`config.mk`:
```
export PLATFORM = sky130hd
export DESIGN_NAME = trc_ctl
export DESIGN_NICKNAME = d
export VERILOG_FILES = /design/src/rtl/trc_pkg.sv /design/src/rtl/trc_classify.sv /design/src/rtl/trc_decide.sv /design/src/rtl/trc_mstate.sv /design/src/rtl/trc_reqgen.sv /design/src/rtl/trc_ctl.sv
export SDC_FILE = /design/constraint.sdc
export NUM_CORES = 1
export LEC_CHECK = 0
export BUFFER_PORTS_ARGS = -buffer_cell sky130_fd_sc_hd__buf_2
export CAP_MARGIN = 40
export CORE_UTILIZATION = 32
export DETAILED_ROUTE_END_ITERATION = 16
export PLACE_DENSITY = 0.65
export SKIP_CTS_REPAIR_TIMING = 1
export SLEW_MARGIN = 20
export SYNTH_ARGS = -nofsm -noshare
export SYNTH_HDL_FRONTEND = slang
export SYNTH_HIERARCHICAL = 1
export SYNTH_SLANG_ARGS = --single-unit
```
`constraint.sdc`:
```
create_clock -name clk -period 2.1 [get_ports clk]
set_input_delay 0.315 -clock clk [delete_from_list [all_inputs] [get_ports clk]]
set_output_delay 0.315 -clock clk [all_outputs]
set_load 0.005 [all_outputs]
```
`src/rtl/trc_pkg.sv`:
```
package trc_pkg;
   localparam int CLS_W = 3;
   localparam int NCLS  = 1 << CLS_W;

   typedef enum logic [CLS_W-1:0] {
      CL_ALU    = 3'd0,
      CL_LDST   = 3'd1,
      CL_BRANCH = 3'd2,
      CL_ISYNC  = 3'd3,
      CL_SYNC   = 3'd4,
      CL_RFI    = 3'd5,
      CL_RFCI   = 3'd6,
      CL_MISC   = 3'd7
   } icls_e;

   // classes that bypass the execution pipeline (single-step blind)
   localparam logic [NCLS-1:0] SKIP_MASK = 8'b0111_1100;
   // classes that branch trace watches
   localparam logic [NCLS-1:0] BTR_MASK  = 8'b0110_0100;
   // return-from-exception classes
   localparam logic [NCLS-1:0] RET_MASK  = 8'b0110_0000;

   typedef struct packed {
      logic step;
      logic btr;
   } mstate_t;
endpackage

```
`src/rtl/trc_classify.sv`:
```
module trc_classify
   import trc_pkg::*;
(
   input  logic [CLS_W-1:0] cls,
   output logic             skip,
   output logic             btr_ok,
   output logic             is_ret
);
   logic [NCLS-1:0] sel;

   for (genvar i = 0; i < NCLS; i++) begin : g_sel
      assign sel[i] = (cls == CLS_W'(i));
   end

   assign skip   = |(sel & SKIP_MASK);
   assign btr_ok = |(sel & BTR_MASK);
   assign is_ret = |(sel & RET_MASK);
endmodule

```
`src/rtl/trc_decide.sv`:
```
module trc_decide (
   input  logic accept,
   input  logic brk_hit,
   input  logic stop_en,
   input  logic br_done,
   input  logic cur_step,
   input  logic cur_btr,
   input  logic skip,
   input  logic btr_ok,
   input  logic is_ret,
   output logic take_exc,
   output logic take_brk,
   output logic take_halt,
   output logic restore
);
   logic retired;
   logic step_trc;
   logic btr_trc;

   always_comb begin
      take_brk  = accept & brk_hit;
      retired   = accept & ~brk_hit;
      take_halt = retired & cur_step & ~skip & stop_en;
      step_trc  = retired & cur_step & ~skip & ~stop_en;
      btr_trc   = retired & cur_btr & btr_ok & br_done & ~take_halt;
      take_exc  = take_brk | step_trc | btr_trc;
      restore   = retired & ~take_halt & is_ret;
   end
endmodule

```
`src/rtl/trc_mstate.sv`:
```
module trc_mstate
   import trc_pkg::*;
(
   input  logic    clk,
   input  logic    rst_n,
   input  logic    take_exc,
   input  logic    restore,
   input  logic    wr_vld,
   input  mstate_t wr_val,
   output mstate_t cur,
   output mstate_t sav
);
   mstate_t nxt;

   assign nxt = restore ? sav : cur;

   always_ff @(posedge clk or negedge rst_n) begin
      if (!rst_n) begin
         cur <= '0;
         sav <= '0;
      end else if (take_exc) begin
         sav      <= nxt;
         cur.step <= 1'b0;
         cur.btr  <= nxt.btr;
      end else if (restore) begin
         cur <= sav;
      end else if (wr_vld) begin
         cur <= wr_val;
      end
   end
endmodule

```
`src/rtl/trc_reqgen.sv`:
```
module trc_reqgen #(
   parameter int               VEC_W     = 20,
   parameter logic [VEC_W-1:0] TRACE_VEC = 20'h00D00,
   parameter logic [VEC_W-1:0] BRK_VEC   = 20'h01300
) (
   input  logic             clk,
   input  logic             rst_n,
   input  logic             take_exc,
   input  logic             take_brk,
   input  logic             take_halt,
   input  logic             exc_ack,
   input  logic             resume,
   output logic             exc_req,
   output logic [VEC_W-1:0] exc_vec,
   output logic             halt_req
);
   always_ff @(posedge clk or negedge rst_n) begin
      if (!rst_n) begin
         exc_req <= 1'b0;
         exc_vec <= '0;
      end else if (take_exc) begin
         exc_req <= 1'b1;
         exc_vec <= take_brk ? BRK_VEC : TRACE_VEC;
      end else if (exc_ack) begin
         exc_req <= 1'b0;
      end
   end

   always_ff @(posedge clk or negedge rst_n) begin
      if (!rst_n)         halt_req <= 1'b0;
      else if (take_halt) halt_req <= 1'b1;
      else if (resume)    halt_req <= 1'b0;
   end
endmodule

```
`src/rtl/trc_ctl.sv`:
```
module trc_ctl
   import trc_pkg::*;
#(
   parameter int               VEC_W     = 20,
   parameter logic [VEC_W-1:0] TRACE_VEC = 20'h00D00,
   parameter logic [VEC_W-1:0] BRK_VEC   = 20'h01300
) (
   input  logic             clk,
   input  logic             rst_n,
   input  logic             rtr_vld,
   input  logic [2:0]       rtr_cls,
   input  logic             br_done,
   input  logic             brk_hit,
   input  logic             stop_en,
   input  logic             ms_wr_vld,
   input  logic             ms_wr_step,
   input  logic             ms_wr_btr,
   input  logic             exc_ack,
   input  logic             resume,
   output logic             exc_req,
   output logic [VEC_W-1:0] exc_vec,
   output logic             halt_req,
   output logic             ms_step,
   output logic             ms_btr,
   output logic             ms_sav_step,
   output logic             ms_sav_btr
);
   localparam int MIN_VEC_W = 13;

   if (VEC_W < MIN_VEC_W) begin : g_bad_w
      $error("trc_ctl: VEC_W too narrow for the vector offsets");
   end
   if (TRACE_VEC == BRK_VEC) begin : g_bad_vec
      $error("trc_ctl: trace and breakpoint vectors must differ");
   end
   if (CLS_W != 3) begin : g_bad_cls
      $error("trc_ctl: class port width does not match CLS_W");
   end

   logic    accept;
   logic    skip, btr_ok, is_ret;
   logic    take_exc, take_brk, take_halt, restore;
   mstate_t cur, sav, wr_val;

   assign accept = rtr_vld & ~exc_req & ~halt_req;
   assign wr_val = '{step: ms_wr_step, btr: ms_wr_btr};

   trc_classify u_cls (
      .cls    (rtr_cls),
      .skip   (skip),
      .btr_ok (btr_ok),
      .is_ret (is_ret)
   );

   trc_decide u_dec (
      .accept    (accept),
      .brk_hit   (brk_hit),
      .stop_en   (stop_en),
      .br_done   (br_done),
      .cur_step  (cur.step),
      .cur_btr   (cur.btr),
      .skip      (skip),
      .btr_ok    (btr_ok),
      .is_ret    (is_ret),
      .take_exc  (take_exc),
      .take_brk  (take_brk),
      .take_halt (take_halt),
      .restore   (restore)
   );

   trc_mstate u_ms (
      .clk      (clk),
      .rst_n    (rst_n),
      .take_exc (take_exc),
      .restore  (restore),
      .wr_vld   (ms_wr_vld),
      .wr_val   (wr_val),
      .cur      (cur),
      .sav      (sav)
   );

   trc_reqgen #(
      .VEC_W     (VEC_W),
      .TRACE_VEC (TRACE_VEC),
      .BRK_VEC   (BRK_VEC)
   ) u_req (
      .clk       (clk),
      .rst_n     (rst_n),
      .take_exc  (take_exc),
      .take_brk  (take_brk),
      .take_halt (take_halt),
      .exc_ack   (exc_ack),
      .resume    (resume),
      .exc_req   (exc_req),
      .exc_vec   (exc_vec),
      .halt_req  (halt_req)
   );

   assign ms_step     = cur.step;
   assign ms_btr      = cur.btr;
   assign ms_sav_step = sav.step;
   assign ms_sav_btr  = sav.btr;
endmodule

```
* Yosys cells after proc, flatten, opt, wreduce, memory -nomap -nowiden
Cells that the tools add are included.
** Operators by class
- Muxes and demuxes :: 9
- Equal/unequal tests :: 5
- Reductions and logical operators :: 7
- Bitwise gates (word level) :: 23
** Operators by type and width (number)
- $and 1x1->1 :: 14
- $mux 13 :: 1
- $eq 3x3->1 const B :: 3
- $not 1->1 :: 7
- $eq 3x2->1 const B :: 2
- $mux 2 :: 3
- $mux 1 :: 5
- $reduce_or 5->1 :: 1
- $reduce_bool 2->1 :: 2
- $reduce_bool 3->1 :: 1
- $reduce_or 3->1 :: 1
- $or 1x1->1 :: 2
- $reduce_and 2->1 :: 1
- $reduce_or 2->1 :: 1
** Storage, ports and cells
- Logic and storage cells :: 51
- Input port bits :: 14
- Flip-flop bits (word level) :: 26
- Output and inout bits :: 26

* Logic depth before layout (Yosys ltp)
- Depth after elaboration :: 12
- Mapped depth :: 7
- Gate-level depth less buffers :: 7

* Cells and area by module
Netlist, hierarchy kept.
** Modules (own cells, without submodules)
- trc_reqgen :: cells an instance 31, times used 1, seq. area each 125.1 µm², area an instance 315.3 µm²
- trc_mstate :: cells an instance 15, times used 1, seq. area each 100.1 µm², area an instance 198.9 µm²
- trc_decide :: cells an instance 8, times used 1, seq. area each 0.0 µm², area an instance 71.3 µm²
- trc_classify :: cells an instance 7, times used 1, seq. area each 0.0 µm², area an instance 43.8 µm²
- trc_ctl :: cells an instance 1, times used 1, seq. area each 0.0 µm², area an instance 12.5 µm²

* Worst setup path before layout
Ideal clock, no wire load.
- Path kind :: register to register
- From :: register u_req.exc_req
- To :: register u_ms/sav[0] (netlist name)
- Clock period less this slack :: 2.031 ns
- Setup slack :: 0.069 ns
- Data required time :: 1.975 ns
- Arrival time :: 1.906 ns
- Path buffers :: 0
- Cell stages (with the launch flop) :: 6
- Setup time :: 0.125 ns
- Path through :: dfrtp_1 nor3b_2 nand4_1 o21ai_0 nor2b_2 mux2_4
** On the way
- Elaborated cells between the ends (all ways) :: 19
- Those cells by class :: mux (1); bitwise (18)
** RTL lines
- start: declaration :: RTL line trc_reqgen.sv:13 : output logic exc_req,
- start signal: assignment :: RTL line trc_reqgen.sv:19 : exc_req <= 1'b0;
- start signal: assignment :: RTL line trc_reqgen.sv:22 : exc_req <= 1'b1;
- start signal: assignment :: RTL line trc_reqgen.sv:25 : exc_req <= 1'b0;
- $not 1->1 (*) :: RTL line trc_ctl.sv:45 : assign accept = rtr_vld & ~exc_req & ~halt_req;
- $and 1x1->1 (*) (2 in series) :: RTL line trc_ctl.sv:45
- named net accept :: RTL line trc_ctl.sv:40 : logic accept;
- $and 1x1->1 :: RTL line trc_decide.sv:22 : retired = accept & ~brk_hit;
- $and 1x1->1 (2 in series) :: RTL line trc_decide.sv:23, trc_decide.sv:24
- $and 1x1->1 :: RTL line trc_decide.sv:23 : take_halt = retired & cur_step & ~skip & stop_en;
- $not 1->1 :: RTL line trc_decide.sv:25 : btr_trc = retired & cur_btr & btr_ok & br_done & ~take_halt;
- $and 1x1->1 :: RTL line trc_decide.sv:25
- $or 1x1->1 (*) :: RTL line trc_decide.sv:26 : take_exc = take_brk | step_trc | btr_trc;
- named net take_exc :: RTL line trc_ctl.sv:42 : logic take_exc, take_brk, take_halt, restore;
The timed path passes the listed nets; every way through them passes the cells marked *.
A chain may end at the register's enable or synchronous reset.

* Worst setup path in the final report
- From :: register u_req.exc_req
- To :: register u_ms/sav[0] (netlist name)
** On the way
- Elaborated cells between the ends (all ways) :: 19
- Those cells by class :: mux (1); bitwise (18)
** RTL lines
- $not 1->1 :: RTL line trc_ctl.sv:45
- $and 1x1->1 (2 in series) :: RTL line trc_ctl.sv:45
- named net accept :: RTL line trc_ctl.sv:40
- $and 1x1->1 :: RTL line trc_decide.sv:21 : take_brk = accept & brk_hit;
- named net take_brk :: RTL line trc_ctl.sv:42
- $or 1x1->1 (2 in series) :: RTL line trc_decide.sv:26
- named net take_exc :: RTL line trc_ctl.sv:42
The timed path passes the listed nets, and every way through them passes these cells.

==> impl_metrics.ini <==
[outcome]
status = complete, no violations

[layout]
antenna_cells = 0
final_cells = 114
fin_nets = 104
area_growth_syn_to_layout_pct = 18.7
layout-drive-gt1-share_pct = 41.6
nFillCells = 203

[clock_network]
path_clk_slew_ps = 60
clockBufferDepth = 2
cts_tree = yes
cts_max_level = 1
cts_buffers = 3
cts_num_sinks = 9
clk_latency_ps = 250
cts-root-buf = clkbuf_4

[drt]
ant_nets = 0
dr.pass1.iters = 2
routed_wl_um = 1070
viasPerCell = 4.05
drc = 0
wl_per_cell_um = 9.42
vias = 462
drt_iter0_drc = 4

[die]
die_y_um = 46.8
die_area_um2 = 2190
row_count = 15
coreArea_um2 = 1800
die_x_um = 46.8
io_pins = 40
start_util_pct = 35.6

[yosys]
yosysTopAreaCellShare_pct = 35.1
synthArstFlopShare_pct = 100
synth_enable_flop_cells = 0
synth_commonest_cells = buf_4 (17), dfrtp_1 (9), inv_1 (6)
syn_area_per_cell_um2 = 10.4
synth.most_common_cell = buf_4
netlist_area_um2 = 642
yosysUniqueCellTypes = 27
synth_top_cells_by_area = dfrtp_1 (35%), buf_4 (20%), mux2_4 (7.0%)
ys.flop_type = dfrtp_1
netlist_instances = 62
yosys_warnings = 6
synth-seq-area-share_pct = 35.1
synth.ff_latch_count = 9
synth_largest_area_cell = dfrtp_1

[setup_path]
critPathLaunch = u_req/exc_req
required_ps = 2230
cp-start-kind = flip-flop
r2r_cells = 6
critical_path.max_fanout = 5
reg2reg_from = u_req/exc_req
cp_data_arrival_time_ps = 2000
crit_path_end_kind = flip-flop
cp-endpoint = u_ms/sav[0]
r2r-end = u_ms/sav[0]
critPathKind = flip-flop to flip-flop
reg2reg_slack_ps = 240

[power_and_ir_drop]
p_comb_share_pct = 32.1
p_int_mw = 0.393
pwr-share-seq_pct = 45.0
switching_share_pct = 28.2
p_clk_share_pct = 22.9
peakVddDrop_uv = 291
power.total_mw = 0.548
p_sw_mw = 0.155
power.leakage_nw = 0.413
p_per_area_nw_per_um2 = 719

[sta]
slew_violations = 0
fin_tns_setup_ps = 0
fin_skew_ps = 0.787
max_freq_ghz = 0.536
fin_crit_ps = 1860
layout_setup_ws_ps = 236
period_share_pct = 88.8
hold_viol = 0
worst_hold_slack_ps = 341
setup_viol = 0
rsz0062_at_grt = no

[place]
hpwl_um = 902
dp.cells = 109
port_buffers = 24
place_congestion = 0.718
pre_cts_slack_ps = 118

[global_routing]
grt_pass1_vias = 406
antenna_found_initial = 0
grt_pass1_wl_um = 1590
grt_util_all_layers_pct = 10.9
overflow = 0
grt_max_degree = 10

[hold_path]
min-delay-start = exc_ack
hp-class = input port to flip-flop

[run]
maxCapViolCount = 0
how the worst min path moves through the flow:
stage | to | slack [ps] | cells after the start
floorplan | u_ms/cur[0] | 20 | 0
CTS | u_ms/sav[0] | -100 | 1
detailed placement | u_ms/sav[0] | 170 | 1
finish | u_req/exc_req | 340 | 3
global placement | u_ms/sav[1] | 170 | 1
global route | u_req/exc_req | 350 | 3
logic make-up after synthesis:
group	Yosys count	share of synthesized area [%]
buffers and inverters	23	23.4
AND/OR/NAND/NOR	15	20.5
flip-flops	9	35.1
AO/OA/AOI/OAI	8	8.97
multiplexers	5	10.1
XOR/XNOR	1	1.36
other	1	0.584
area by class of cell:
class | count | area, µm² | share of cell area [%]
Tap cell | 25 | 31.3 | 4.11
Multi-Input combinational cell | 44 | 319 | 41.9
Timing Repair Buffer | 26 | 138 | 18.1
Sequential cell | 9 | 225 | 29.6
Inverter | 6 | 22.5 | 2.96
Clock buffer | 4 | 26.3 | 3.45
routing by layer:
layer	up-vias	share of wire [%]	track usage [%]
met5	-	0	0
met4	0	1.2	8.57
met3	2	8.8	3.85
met2	23	49	18.1
met1	206	41	11.2
li1	231	-	-
state kept, by name (all words and copies together) (netlist names):
signal          count
u_ms/cur            2
u_ms/sav            2
u_req/exc_req       1
u_req/exc_vec       3
u_req/halt_req      1
critical path, stage by stage, from the launching register on:
cell and delay (ps):
dfrtp_1 400, nor3b_2 310, and2_1 220, a31oi_1 50, o21ai_1 190, nor2b_2 270, mux2_4 310
through the flow:
stage | instance area, µm² | utilization, %
global placement | 726 | 40.3
CTS | 752 | 41.7
detailed placement | 726 | 40.3
global route | 762 | 42.3
floorplan | 694 | -
finish | 762 | 42.3
cells in the final DEF (no fill, tap or decap), types with 2 or more instances in the layout:
cell      count
dfrtp_1       9
buf_2        24
inv_1         6
conb_1       15
clkbuf_4      3
and2_1        3
mux2_4        3
mux2i_1       2
power by group through the flow:
stage               sequential (mW)  combinational, mW  clock [mW]
global placement              0.249              0.174           0
global route                  0.255              0.201       0.144
detailed placement            0.251              0.176           0
CTS                           0.248              0.176       0.132
floorplan                     0.249              0.127           0
finish                        0.247              0.176       0.125
(Power assumes the default switching activity.)
